File: config.mk
export PLATFORM = sky130hd
export DESIGN_NAME = codec_regs_top
export DESIGN_NICKNAME = d
export VERILOG_FILES = /design/src/rtl/codec_regs_pkg.sv /design/src/rtl/codec_regs_dp.sv /design/src/rtl/codec_regs_ctrl.sv /design/src/rtl/codec_regs_top.sv
export SDC_FILE = /design/constraint.sdc
export NUM_CORES = 1
export LEC_CHECK = 0
export CAP_MARGIN = 20
export CORE_MARGIN = 5
export CORE_UTILIZATION = 25
export CTS_BUF_LIST = sky130_fd_sc_hd__clkbuf_16
export DETAILED_ROUTE_END_ITERATION = 8
export DONT_BUFFER_PORTS = 1
export GPL_ROUTABILITY_DRIVEN = 0
export SLEW_MARGIN = 20
export SYNTH_ARGS = -nofsm -noshare
export SYNTH_HDL_FRONTEND = slang
export SYNTH_SLANG_ARGS = --single-unit
File: constraint.sdc
create_clock -name clk -period 2.35 [get_ports clk]
set_input_delay 0.235 -clock clk [delete_from_list [all_inputs] [get_ports clk]]
set_output_delay 0.235 -clock clk [all_outputs]
set_load 0.01 [all_outputs]
File: src/rtl/codec_regs_pkg.sv
package codec_regs_pkg;
  localparam int SLOT_W    = 20;
  localparam int NUM_SLOTS = 3;
  localparam int ADDR_W    = 4;
  localparam int CTRL_W    = 12;
  localparam int FLAG_W    = 4 * NUM_SLOTS;

  // slot indices
  localparam int SL_CMD  = 0;
  localparam int SL_DATA = 1;
  localparam int SL_GPIO = 2;

  // host addresses
  localparam int ADDR_TX0   = 0;
  localparam int ADDR_RX0   = ADDR_TX0 + NUM_SLOTS;
  localparam int ADDR_FLAGS = ADDR_RX0 + NUM_SLOTS;
  localparam int ADDR_MAIN  = ADDR_FLAGS + 1;
  localparam int ADDR_RST   = ADDR_MAIN + 1;

  // main control field positions
  localparam int CTRL_IFEN = 0;
  localparam int CTRL_TXEN = 1;
  localparam int CTRL_RXEN = CTRL_TXEN + NUM_SLOTS;
  localparam int CTRL_SEL  = 10;
  localparam int SEL_W     = 2;

  localparam int READ_BIT = 19;

  typedef struct packed {
    logic                 frameEdge;
    logic [NUM_SLOTS-1:0] loadTx;
    logic [NUM_SLOTS-1:0] launch;
    logic [NUM_SLOTS-1:0] capture;
  } strobe_t;
endpackage

File: src/rtl/codec_regs_dp.sv
module codec_regs_dp
  import codec_regs_pkg::*;
(
  input  logic                               clk,
  input  logic                               rstN,
  input  strobe_t                            strb,
  input  logic [ADDR_W-1:0]                  hostAddr,
  input  logic [SLOT_W-1:0]                  hostWdata,
  input  logic [NUM_SLOTS-1:0][SLOT_W-1:0]   rxWord,
  input  logic [FLAG_W-1:0]                  flags,
  input  logic [CTRL_W-1:0]                  mainCtrl,
  input  logic                               resetReq,
  output logic [SLOT_W-1:0]                  hostRdata,
  output logic [NUM_SLOTS-1:0][SLOT_W-1:0]   frameWord,
  output logic [NUM_SLOTS-1:0]               frameTag,
  output logic [SEL_W-1:0]                   frameCodecId,
  output logic                               slot1ReadBit
);
  logic [NUM_SLOTS-1:0][SLOT_W-1:0] holdTx;
  logic [NUM_SLOTS-1:0][SLOT_W-1:0] holdRx;

  for (genvar i = 0; i < NUM_SLOTS; i++) begin : g_slot
    always_ff @(posedge clk) begin
      if (!rstN) begin
        holdTx[i]    <= '0;
        holdRx[i]    <= '0;
        frameWord[i] <= '0;
      end else begin
        if (strb.loadTx[i])  holdTx[i]    <= hostWdata;
        if (strb.capture[i]) holdRx[i]    <= rxWord[i];
        if (strb.launch[i])  frameWord[i] <= holdTx[i];
      end
    end
  end

  always_ff @(posedge clk) begin
    if (!rstN) begin
      frameTag     <= '0;
      frameCodecId <= '0;
    end else if (strb.frameEdge) begin
      frameTag <= strb.launch;
      if (strb.launch[SL_CMD]) frameCodecId <= mainCtrl[CTRL_SEL +: SEL_W];
    end
  end

  assign slot1ReadBit = holdTx[SL_CMD][READ_BIT];

  always_comb begin
    hostRdata = '0;
    for (int i = 0; i < NUM_SLOTS; i++) begin
      if (hostAddr == ADDR_W'(ADDR_TX0 + i)) hostRdata = holdTx[i];
      if (hostAddr == ADDR_W'(ADDR_RX0 + i)) hostRdata = holdRx[i];
    end
    if (hostAddr == ADDR_W'(ADDR_FLAGS)) hostRdata = SLOT_W'(flags);
    if (hostAddr == ADDR_W'(ADDR_MAIN))  hostRdata = SLOT_W'(mainCtrl);
    if (hostAddr == ADDR_W'(ADDR_RST))   hostRdata = SLOT_W'(resetReq);
  end

  // slot 2 is only ever tagged together with slot 1
  a_r3_data_rides_cmd: assert property (@(posedge clk) disable iff (!rstN)
    frameTag[SL_DATA] |-> frameTag[SL_CMD]);
endmodule

File: src/rtl/codec_regs_ctrl.sv
module codec_regs_ctrl
  import codec_regs_pkg::*;
#(
  parameter int RST_HOLD_CYCLES = 100
) (
  input  logic                 clk,
  input  logic                 rstN,
  input  logic                 hostWr,
  input  logic                 hostRd,
  input  logic [ADDR_W-1:0]    hostAddr,
  input  logic [CTRL_W-1:0]    wrData,
  input  logic                 frameStrobe,
  input  logic [NUM_SLOTS-1:0] rxTag,
  input  logic                 slot1ReadBit,
  output strobe_t              strb,
  output logic [CTRL_W-1:0]    mainCtrl,
  output logic                 resetReq,
  output logic [FLAG_W-1:0]    flags,
  output logic                 codecResetN
);
  localparam int CNT_W = $clog2(RST_HOLD_CYCLES + 1);

  logic                 ifEn;
  logic [NUM_SLOTS-1:0] txEn, rxEn;
  logic [NUM_SLOTS-1:0] pend, send, valid, txBusy, rxBusy;
  logic [NUM_SLOTS-1:0] loadTx, readRx, launch, capture;
  logic                 armed, sentRead;
  logic [CNT_W-1:0]     holdCnt;

  assign ifEn = mainCtrl[CTRL_IFEN];
  assign txEn = mainCtrl[CTRL_TXEN +: NUM_SLOTS];
  assign rxEn = mainCtrl[CTRL_RXEN +: NUM_SLOTS];

  always_comb begin
    launch[SL_CMD]  = frameStrobe & ifEn & txEn[SL_CMD] & pend[SL_CMD];
    launch[SL_DATA] = launch[SL_CMD] & txEn[SL_DATA] & pend[SL_DATA];
    launch[SL_GPIO] = frameStrobe & ifEn & txEn[SL_GPIO] & pend[SL_GPIO];
    capture[SL_CMD]  = frameStrobe & ifEn & armed & rxEn[SL_CMD] & rxTag[SL_CMD];
    capture[SL_DATA] = frameStrobe & ifEn & armed & rxEn[SL_DATA] & rxTag[SL_DATA];
    capture[SL_GPIO] = frameStrobe & ifEn & rxEn[SL_GPIO] & rxTag[SL_GPIO];
  end

  assign strb.frameEdge = frameStrobe;
  assign strb.loadTx    = loadTx;
  assign strb.launch    = launch;
  assign strb.capture   = capture;

  for (genvar i = 0; i < NUM_SLOTS; i++) begin : g_slot
    assign loadTx[i] = hostWr && (hostAddr == ADDR_W'(ADDR_TX0 + i));
    assign readRx[i] = hostRd && (hostAddr == ADDR_W'(ADDR_RX0 + i));
    assign txBusy[i] = pend[i] | send[i];

    always_ff @(posedge clk) begin
      if (!rstN) begin
        pend[i]  <= 1'b0;
        valid[i] <= 1'b0;
      end else begin
        pend[i] <= loadTx[i] | (pend[i] & ~launch[i]);
        if (capture[i])     valid[i] <= 1'b1;
        else if (readRx[i]) valid[i] <= 1'b0;
      end
    end

    if (i == SL_GPIO) begin : g_noresp
      assign rxBusy[i] = 1'b0;
    end else begin : g_resp
      assign rxBusy[i] = armed;
    end

    assign flags[2*i]                 = rxBusy[i];
    assign flags[2*i+1]               = txBusy[i];
    assign flags[2*NUM_SLOTS+2*i]     = valid[i];
    assign flags[2*NUM_SLOTS+2*i+1]   = ~pend[i];
  end

  always_ff @(posedge clk) begin
    if (!rstN) begin
      send     <= '0;
      sentRead <= 1'b0;
      armed    <= 1'b0;
    end else if (frameStrobe) begin
      send  <= launch;
      armed <= send[SL_CMD] & sentRead;
      if (launch[SL_CMD]) sentRead <= slot1ReadBit;
    end
  end

  always_ff @(posedge clk) begin
    if (!rstN) begin
      mainCtrl    <= '0;
      resetReq    <= 1'b0;
      holdCnt     <= CNT_W'(RST_HOLD_CYCLES);
      codecResetN <= 1'b0;
    end else begin
      if (hostWr && hostAddr == ADDR_W'(ADDR_MAIN)) mainCtrl <= wrData;
      if (hostWr && hostAddr == ADDR_W'(ADDR_RST))  resetReq <= wrData[0];
      if (!resetReq)         holdCnt <= CNT_W'(RST_HOLD_CYCLES);
      else if (holdCnt != 0) holdCnt <= holdCnt - 1'b1;
      codecResetN <= resetReq && (holdCnt == 0);
    end
  end

  // checker: cycles the codec reset output has been low
  logic [CNT_W:0] lowCnt;
  always_ff @(posedge clk) begin
    if (!rstN)                lowCnt <= '0;
    else if (codecResetN)     lowCnt <= '0;
    else if (lowCnt <= (CNT_W+1)'(RST_HOLD_CYCLES)) lowCnt <= lowCnt + 1'b1;
  end

  // reset released only after the minimum hold
  a_r11_reset_hold: assert property (@(posedge clk) disable iff (!rstN)
    $rose(codecResetN) |-> lowCnt >= (CNT_W+1)'(RST_HOLD_CYCLES));

  // slot 1 busy only ends at a frame boundary
  a_r4_busy_ends_at_frame: assert property (@(posedge clk) disable iff (!rstN)
    $fell(txBusy[SL_CMD]) |-> $past(frameStrobe));

  // a receive read with no simultaneous capture leaves the slot invalid
  a_r8_read_clears_valid: assert property (@(posedge clk) disable iff (!rstN)
    (readRx[SL_DATA] && !capture[SL_DATA]) |=> !valid[SL_DATA]);

  // slot 1 capture only inside a response window
  a_r7_no_unsolicited: assert property (@(posedge clk) disable iff (!rstN)
    $rose(valid[SL_CMD]) |-> $past(armed));
endmodule

File: src/rtl/codec_regs_top.sv
module codec_regs_top
  import codec_regs_pkg::*;
#(
  parameter int RST_HOLD_CYCLES = 100
) (
  input  logic        clk,
  input  logic        rstN,
  input  logic        hostWr,
  input  logic        hostRd,
  input  logic [3:0]  hostAddr,
  input  logic [19:0] hostWdata,
  output logic [19:0] hostRdata,
  input  logic        frameStrobe,
  input  logic [2:0]  rxTag,
  input  logic [19:0] rxSlot1,
  input  logic [19:0] rxSlot2,
  input  logic [19:0] rxSlot12,
  output logic [2:0]  frameTag,
  output logic [19:0] frameSlot1,
  output logic [19:0] frameSlot2,
  output logic [19:0] frameSlot12,
  output logic [1:0]  frameCodecId,
  output logic        codecResetN
);
  strobe_t                          strb;
  logic [CTRL_W-1:0]                mainCtrl;
  logic                             resetReq;
  logic [FLAG_W-1:0]                flags;
  logic                             slot1ReadBit;
  logic [NUM_SLOTS-1:0][SLOT_W-1:0] rxWord, frameWord;

  assign rxWord[SL_CMD]  = rxSlot1;
  assign rxWord[SL_DATA] = rxSlot2;
  assign rxWord[SL_GPIO] = rxSlot12;
  assign frameSlot1  = frameWord[SL_CMD];
  assign frameSlot2  = frameWord[SL_DATA];
  assign frameSlot12 = frameWord[SL_GPIO];

  codec_regs_ctrl #(.RST_HOLD_CYCLES(RST_HOLD_CYCLES)) ctrl_i (
    .clk, .rstN, .hostWr, .hostRd, .hostAddr,
    .wrData(hostWdata[CTRL_W-1:0]),
    .frameStrobe, .rxTag, .slot1ReadBit,
    .strb, .mainCtrl, .resetReq, .flags, .codecResetN
  );

  codec_regs_dp dp_i (
    .clk, .rstN, .strb, .hostAddr, .hostWdata, .rxWord,
    .flags, .mainCtrl, .resetReq,
    .hostRdata, .frameWord, .frameTag, .frameCodecId, .slot1ReadBit
  );
endmodule

# Word-level counts from Yosys, hierarchy flattened
# Index checks and enable logic that the tools add are counted.
[word_totals] output_inout_bits=86 wordCells=94 inputBits=92 ff_bits=214
[classes] muxes=15 n_eq_ne=8 n_addsub=1 n_bitwise=30 n_reduce_logical=17
[op_table] op="20-bit two-way mux" n=9
[op_table] op="1-bit AND" n=18
[op_table] op="4-bit by 3-bit == test with 1-bit output, second input constant" n=4
[op_table] op="1-bit logical AND" n=9
[op_table] op="4-bit by 2-bit == test with 1-bit output, second input constant" n=2
[op_table] op="7-bit zero test" n=1
[op_table] op="7-bit nonzero test" n=1
[op_table] op="7-bit by 1-bit subtractor with 7-bit output, second input constant" n=1
[op_table] op="1-bit two-way mux" n=6
[op_table] op="1-bit NOT" n=6
[op_table] op="1-bit OR" n=6
[op_table] op="2-bit nonzero test" n=3
[op_table] op="4-bit by 1-bit == test with 1-bit output, second input constant" n=1
[op_table] op="4-bit == test, second input constant" n=1
[op_table] op="4-bit zero test" n=1
[op_table] op="2-bit AND reduction" n=2

# Depth between registers and ports, before layout
# Gate-level depths: netlist of run 1.
[depth] word_depth=10 depth_mapped=7 mapped_depth_nobuf=6

# Modules after synthesis
# A second synthesis of run 1 with hierarchy kept.
[unflattened] cells_unflattened=1001 area_unflattened_um2=9972.1
[by_module_without_submodules] mod="codec_regs_dp" area_per_inst_um2=8533.2 cells_per_inst=830 seq_area_each_um2=3703.6 n_inst=1
[by_module_without_submodules] mod="codec_regs_ctrl" area_per_inst_um2=1438.9 cells_per_inst=171 seq_area_each_um2=640.6 n_inst=1

# Worst setup path after synthesis of run 1
# OpenSTA, ideal clock, no wires.
[synth_path] kind="register to register" start="reg ctrl_i.holdCnt[0]" end="reg ctrl_i.holdCnt[1]" path_stages_with_launch=7 required_time_ns=2.226 arrival_ns=1.554 setup_time_ns=0.124 period_less_slack_ns=1.678 slack_ns=0.672 path_buffers=0 path_cell_list="dfxtp_1 > inv_1 > ha_1 > or3b_4 > or4_4 > nor2_1 > a211oi_2"
[synth_via] elab_chain_cells=1 word_cells_on_any_way=2 classes_between="add/sub: 1; reduce/logical: 1"
[synth_rtl] item="from (decl)" line="codec_regs_ctrl.sv:28" text="logic [CNT_W-1:0] holdCnt;"
[synth_rtl] item="from (signal assigned)" line="codec_regs_ctrl.sv:92" text="holdCnt <= CNT_W'(RST_HOLD_CYCLES);"
[synth_rtl] item="from (signal assigned)" line="codec_regs_ctrl.sv:97" text="if (!resetReq) holdCnt <= CNT_W'(RST_HOLD_CYCLES);"
[synth_rtl] item="from (signal assigned)" line="codec_regs_ctrl.sv:98" text="else if (holdCnt != 0) holdCnt <= holdCnt - 1'b1;"
[synth_rtl] item="7-bit by 1-bit subtractor with 7-bit output or 7-bit nonzero test (tied branches)" line="codec_regs_ctrl.sv:98"
# Several ways; a longest one is shown, not always the timed one.
# A chain may end at the register's enable or synchronous reset.

# Final worst setup path of run 1
[layout_path] start="reg dp_i.holdTx[5] (netlist bit)" end="out hostRdata[5]"
[layout_via] elab_chain_cells=9
[layout_rtl] item="from (decl)" line="codec_regs_dp.sv:19" text="logic [NUM_SLOTS-1:0][SLOT_W-1:0] holdTx;"
[layout_rtl] item="from (signal, indexed assignment)" line="codec_regs_dp.sv:29" text="if (strb.loadTx[i]) holdTx[i] <= hostWdata;"
[layout_rtl] item="20-bit two-way mux" line="codec_regs_dp.sv:51" text="if (hostAddr == ADDR_W'(ADDR_TX0 + i)) hostRdata = holdTx[i];"
[layout_rtl] item="20-bit two-way mux" line="codec_regs_dp.sv:52" text="if (hostAddr == ADDR_W'(ADDR_RX0 + i)) hostRdata = holdRx[i];"
[layout_rtl] item="20-bit two-way mux" line="codec_regs_dp.sv:51"
[layout_rtl] item="20-bit two-way mux" line="codec_regs_dp.sv:52"
[layout_rtl] item="20-bit two-way mux" line="codec_regs_dp.sv:51"
[layout_rtl] item="20-bit two-way mux" line="codec_regs_dp.sv:52"
[layout_rtl] item="20-bit two-way mux" line="codec_regs_dp.sv:54" text="if (hostAddr == ADDR_W'(ADDR_FLAGS)) hostRdata = SLOT_W'(flags);"
[layout_rtl] item="20-bit two-way mux" line="codec_regs_dp.sv:55" text="if (hostAddr == ADDR_W'(ADDR_MAIN)) hostRdata = SLOT_W'(mainCtrl);"
[layout_rtl] item="20-bit two-way mux" line="codec_regs_dp.sv:56" text="if (hostAddr == ADDR_W'(ADDR_RST)) hostRdata = SLOT_W'(resetReq);"
[layout_rtl] item="to (decl)" line="codec_regs_top.sv:12" text="output logic [19:0] hostRdata,"
# Every way passes these cells.

==> results.json, run 1 <==
{
  "status": "finished, final reports clean",
  "synth_xor_area_share_pct": 0.459,
  "crit_chain": "mux2i_1 > nor2_1 > a2111oi_1 > o31ai_2 > buf_4",
  "grt_max_degree": 168,
  "r2r-start": "ctrl_i.mainCtrl[0]",
  "rsz0062_at_grt": "false",
  "insertion_delay_ps": 530,
  "ys_seq_area_share_pct": 44.9,
  "crit_arrival_ps": 2060,
  "cts_tree": "built",
  "synth_area_leaders": "dfxtp_1 (45%), nand2_1 (15%), a21boi_0 (14%), mux2i_1 (2.2%), clkbuf_1 (2.1%)",
  "synth_enable_flop_cells": 0,
  "max_freq_mhz": 437,
  "wl_um": 36000,
  "synthesis.area_mm2": 0.00953,
  "synth_mux_area_share_pct": 3.50,
  "pin_count": 178,
  "p_int_mw": 5.88,
  "worst_pin_slew_ps": 691,
  "yosys.cell_types.count": 62,
  "synthAdderAreaFrac_pct": 0.131,
  "drt-vias-per-instance": 4.84,
  "setup_violations": 0,
  "dp_slack_ps": 318,
  "area_growth_pct": 27.2,
  "first_pass_iters": 7,
  "p_switching_mw": 1.77,
  "p_sw_share_pct": 23.1,
  "peakVddDrop_v": 0.000460,
  "power_leakage_nw": 4.17,
  "slowest_delay_ps": 640,
  "io_buffers": 0,
  "setup_tns_ps": 0,
  "synth_most_common_cell": "nand2_1",
  "cts_buffers": 23,
  "combinationalPowerShare_pct": 6.3,
  "die_area_mm2": 0.0421,
  "clkTransAtPathRegs_ps": 70,
  "ant_nets": 0,
  "synth_compound_area_share_pct": 23.5,
  "critPathMaxFanout": 3,
  "synth_top_family_by_area": "compound AO/OA/AOI/OAI gates",
  "initial_core_util_pct": 25.3,
  "h-tree-depth": 1,
  "die_w_um": 205,
  "required_ps": 2120,
  "syn_nets": 1251,
  "startpoint": "dp_i.holdTx[5]",
  "relSlewSlack_pct": 53.8,
  "synth_top_area_share_pct": 44.9,
  "postSynthAreaPerCell_um2": 8.23,
  "layout-drive-gt1-share_pct": 7.55,
  "num_rows": 71,
  "critPathCaptureType": "output port",
  "hp-class": "primary input to register",
  "die_y_um": 205,
  "finalHoldViolCount": 0,
  "postSynth.asyncResetShare_pct": 0,
  "drtIter0Drc": 864,
  "cts_buffer_depth": 3,
  "core_area_mm2": 0.0377,
  "ys_ff_latch": 214,
  "yosys_warnings": 0,
  "fin_skew_ps": 14.5,
  "startpoint_type": "register",
  "grt_first_pass_wirelength_um": 52800,
  "power_density_mw_per_mm2": 631,
  "path_class": "register to output port",
  "clock_power_share_pct": 45.8,
  "fin_crit_sh_pct": 97.5,
  "cts_sinks": 214,
  "drc_errors": 0,
  "synth-simple-area-share_pct": 23.0,
  "pwr-share-seq_pct": 47.9,
  "crit_slowest_cell": "a2111oi_1",
  "setup_slack_ps": 59.7,
  "min_from": "hostAddr[0]",
  "avgRoutedWirePerCell_um": 20.2,
  "via_count": 8633,
  "grt_pass1_vias": 8422,
  "drv_slew": 0,
  "antenna_found_initial": 4,
  "layout.nets": 1350,
  "min_period_ps": 2290,
  "root_buffer": "clkbuf_16",
  "syn_inst": 1158,
  "hpwl_um": 26000,
  "dominantRegCellSynth": "dfxtp_1",
  "cap_violations": 0,
  "grt_remaining_overflow": 0,
  "synth_top_area_cell": "dfxtp_1",
  "grtUsageTotal_pct": 16.4,
  "synthTopCellsByCount": "nand2_1 (387), dfxtp_1 (214), a21boi_0 (178)"
}
-- worst max-delay path: cells and delay by family (launching register included) --
family / cells / cell delay [ps]
AO/OA/AOI/OAI: 2 / 820
flip-flops: 1 / 320
buffers and inverters: 1 / 190
multiplexers: 1 / 150
AND/OR/NAND/NOR: 1 / 60
-- stage by stage --
stage	cell area, µm²	power [mW]	instances	utilization, %	hold slack [ps]
2_1_floorplan	9530	4.01	1158	-	370
3_3_place_gp	10100	3.99	1615	26.7	373
3_5_place_dp	10100	3.99	1615	26.7	379
4_1_cts	12100	7.68	1783	32.1	8.47
5_1_grt	12100	7.86	1783	32.2	44.7
6_report	12100	7.65	1784	32.2	27.8
-- cell type report --
class / instances / area, µm²
fillers: 3969 / 25500
multi-input cells: 848 / 4890
flip-flops and latches: 214 / 4280
repair buffers: 164 / 1580
well taps: 511 / 639
clock buffers: 23 / 576
clock inverters: 17 / 131
inverters: 6 / 22.5
diodes: 1 / 2.50
-- cells by family (layout without fill, tap and decap cells) --
family          count (synthesis)  in the layout
simple gates                  512            512
compound gates                298            298
flops                         214            214
buf+inv                        96            210
mux                            32             32
xor+xnor                        5              5
fa+ha+maj                       1              1
other cells                     0              1
-- repair_timing --
action	4_1_cts	5_1_grt
hold buffers	128	0
setup endpoints to repair	2	5
buffers inserted	0	0
hold endpoints to repair	207	0
gates resized for setup	3	5
cloned	0	0
-- metal layers --
metal | vias to the layer above | global-route usage [%] | share of wire [%]
li1 | 4133 | - | -
met1 | 4072 | 20.7 | 41
met2 | 356 | 27.5 | 46
met3 | 66 | 5.06 | 10
met4 | 6 | 4.23 | 2.8
met5 | - | 0 | 0.10
-- path summary, 6_finish.rpt --
path | slack [ps] | end | cells past startpoint
hold reg to reg | 460 | dp_i.holdRx[22] | 2
setup reg to reg | 130 | dp_i.holdRx[16] | 6
setup / recovery | 60 | hostRdata[5] | 5
hold / removal | 30 | ctrl_i.flags[8] | 3
-- power groups by stage --
stage / clock network [mW] / registers [mW] / logic (mW)
3_3_place_gp: 0 / 3.74 / 0.248
6_report: 3.51 / 3.66 / 0.481
3_5_place_dp: 0 / 3.74 / 0.250
2_1_floorplan: 0 / 3.74 / 0.270
4_1_cts: 3.56 / 3.66 / 0.465
5_1_grt: 3.70 / 3.66 / 0.505
-- state kept, by name, summed over array words and instances (netlist names), 2 cells and up --
signal,cells
dp_i.holdTx,59
dp_i.frameCodecId,2
ctrl_i.send,3
ctrl_i.flags,3
dp_i.frameWord,60
ctrl_i.holdCnt,7
ctrl_i.mainCtrl,12
ctrl_i.pend,3
dp_i.holdRx,60
-- layout by cell type (no fill, tap or decap), types with 4 or more instances in the layout --
cell type      count
a21boi_0         178
a21boi_1          14
a21o_1             7
a21oi_1           17
a22oi_1           13
a32o_1             6
and3_1            10
buf_4             35
clkbuf_16         23
dfxtp_1          214
dlygate4sd3_1    127
inv_1             13
mux2_1             4
mux2_2             7
mux2i_1           21
nand2_1          387
nand2b_1          12
nand3_1           14
nand4_1            4
nor2_1            32
nor2b_1           21
nor3_1             9
o21ai_0           15
o221a_2            4
o221ai_1           4
o22ai_1            7
o2bb2ai_1          4
o31a_1             4
(Power assumes the default switching activity.)
==> inputs of run 2 (changes only) <==
--- a/config.mk
+++ b/config.mk
@@ -8,11 +8,10 @@
 export CAP_MARGIN = 20
 export CORE_MARGIN = 5
 export CORE_UTILIZATION = 25
-export CTS_BUF_LIST = sky130_fd_sc_hd__clkbuf_16
 export DETAILED_ROUTE_END_ITERATION = 8
 export DONT_BUFFER_PORTS = 1
 export GPL_ROUTABILITY_DRIVEN = 0
-export SLEW_MARGIN = 20
+export SLEW_MARGIN = 10
 export SYNTH_ARGS = -nofsm -noshare
 export SYNTH_HDL_FRONTEND = slang
 export SYNTH_SLANG_ARGS = --single-unit
==> run 2 against run 1 <==
Setup slack gained 6.2 ps; non-clock buffer count shrank 2; combinational power is essentially flat; flip-flop and latch count is the same; critical path type unchanged; largest cell class unchanged; highest routed layer unchanged.
==> results.json, run 2 (same netlist as run 1, synthesis figures left out) <==
{
  "status": "finished, final reports clean",
  "hold_ws_ps": 32.0,
  "crit_buf_inv": 1,
  "p_switching_mw": 1.77,
  "setup_violations": 0,
  "min_period_ps": 2280,
  "ant_nets": 0,
  "startpoint_type": "register",
  "grtUsageTotal_pct": 16.4,
  "combinationalPowerShare_pct": 6.2,
  "pwr-share-seq_pct": 47.1,
  "core_area_mm2": 0.0377,
  "grt_pass1_vias": 8403,
  "insertion_delay_ps": 520,
  "num_rows": 71,
  "crit_chain": "mux2i_1 > nor2_1 > a2111oi_1 > o31ai_2 > buf_4",
  "layout.nets": 1348,
  "critPathCaptureType": "output port",
  "post_cts_buffers": 0,
  "drt-met1-wl_um": 14800,
  "crit_slowest_cell": "a2111oi_1",
  "setup_tns_ps": 0,
  "path_class": "register to output port",
  "clock_power_share_pct": 46.7,
  "final_cell_mix": "nand2_1 (387), dfxtp_1 (214), a21boi_0 (178)",
  "cap_violations": 0,
  "rsz0062_at_grt": "false",
  "drtIter0Drc": 665,
  "io_buffers": 0,
  "initial_core_util_pct": 25.3,
  "wl_met3_um": 3600,
  "pin_count": 178,
  "wl_um": 36100,
  "hp-class": "primary input to register",
  "p_sw_share_pct": 22.7,
  "die_area_mm2": 0.0421,
  "root_buffer": "clkbuf_16",
  "h-tree-depth": 1,
  "cp_top_family": "compound AO/OA/AOI/OAI gates",
  "relSlewSlack_pct": 54.0,
  "crit_arrival_ps": 2050,
  "layout-drive-gt1-share_pct": 7.80,
  "cts_sinks": 214,
  "grt_max_degree": 170,
  "hpwl_um": 26000,
  "fin_skew_ps": 12.5,
  "critPathMaxFanout": 3,
  "largest_registers": "dp_i.frameWord (60), dp_i.holdRx (60), dp_i.holdTx (59)",
  "slowest_delay_ps": 650,
  "peakVddDrop_v": 0.000463,
  "p_total_mw": 7.78,
  "die_w_um": 205,
  "worst_pin_slew_ps": 689,
  "finalHoldViolCount": 0,
  "antenna_found_initial": 4,
  "cts_buffers": 23,
  "required_ps": 2120,
  "p_int_mw": 6.01,
  "fin_crit_sh_pct": 97.2,
  "highest_layer": "met5",
  "avgRoutedWirePerCell_um": 20.2,
  "regToRegSetupSlack_ps": 120,
  "area_growth_pct": 27.3,
  "grt_remaining_overflow": 0,
  "via_count": 8699,
  "clkTransAtPathRegs_ps": 60,
  "die_y_um": 205,
  "power_density_mw_per_mm2": 641,
  "drt-vias-per-instance": 4.88,
  "final_util_pct": 32.2,
  "drc_errors": 0,
  "grt_first_pass_wirelength_um": 52700,
  "power_leakage_nw": 4.14,
  "cts_buffer_depth": 3,
  "final_common_cell": "nand2_1",
  "max_freq_mhz": 438,
  "cts_tree": "built",
  "drv_slew": 0,
  "first_pass_iters": 5,
  "route.met2.wl_um": 16600
}
-- run 2: worst paths after layout --
path	startpoint	to	cells after the start
setup reg to reg	ctrl_i.mainCtrl[0]	dp_i.holdRx[16]	6
hold reg to reg	dp_i.holdRx[22]	dp_i.holdRx[22]	2
setup / recovery	dp_i.holdTx[5]	hostRdata[5]	5
hold / removal	rstN	ctrl_i.holdCnt[1]	2
-- run 2: through the flow --
step	cell area (µm²)	std cells	setup slack [ps]
2_1_floorplan	9530	1158	672
3_3_place_gp	10100	1615	369
6_report	12100	1783	65.9
5_1_grt	12100	1781	4.50
3_5_place_dp	10100	1615	318
4_1_cts	12100	1781	53.3
-- run 2: cell type report --
| cell class | instances | area [µm²] |
|---|---|---|
| fillers | 3966 | 25500 |
| multi-input cells | 848 | 4890 |
| flip-flops and latches | 214 | 4280 |
| repair buffers | 162 | 1560 |
| clock buffers | 33 | 643 |
| well taps | 511 | 639 |
| clock inverters | 7 | 93.8 |
| inverters | 6 | 22.5 |
| diodes | 2 | 5.00 |
-- run 2: metal layers --
metal  GRT usage (%)  vias up
met4            4.21        4
met3            5.34       64
li1                -     4134
met5               0        -
met2            27.3      378
met1            20.7     4119
-- run 2: what timing repair did --
| action | in CTS | in global routing |
|---|---|---|
| endpoints found under the hold margin | 207 | 0 |
| hold buffers | 126 | 0 |
| endpoints found under the setup margin | 2 | 5 |
| gates resized for setup | 3 | 5 |
-- run 2: power by group through the flow --
| stage | logic [mW] | clock network (mW) | registers (mW) |
|---|---|---|---|
| 2_1_floorplan | 0.270 | 0 | 3.74 |
| 3_3_place_gp | 0.248 | 0 | 3.74 |
| 3_5_place_dp | 0.250 | 0 | 3.74 |
| 4_1_cts | 0.465 | 3.69 | 3.66 |
| 5_1_grt | 0.505 | 3.83 | 3.66 |
| 6_report | 0.480 | 3.64 | 3.66 |
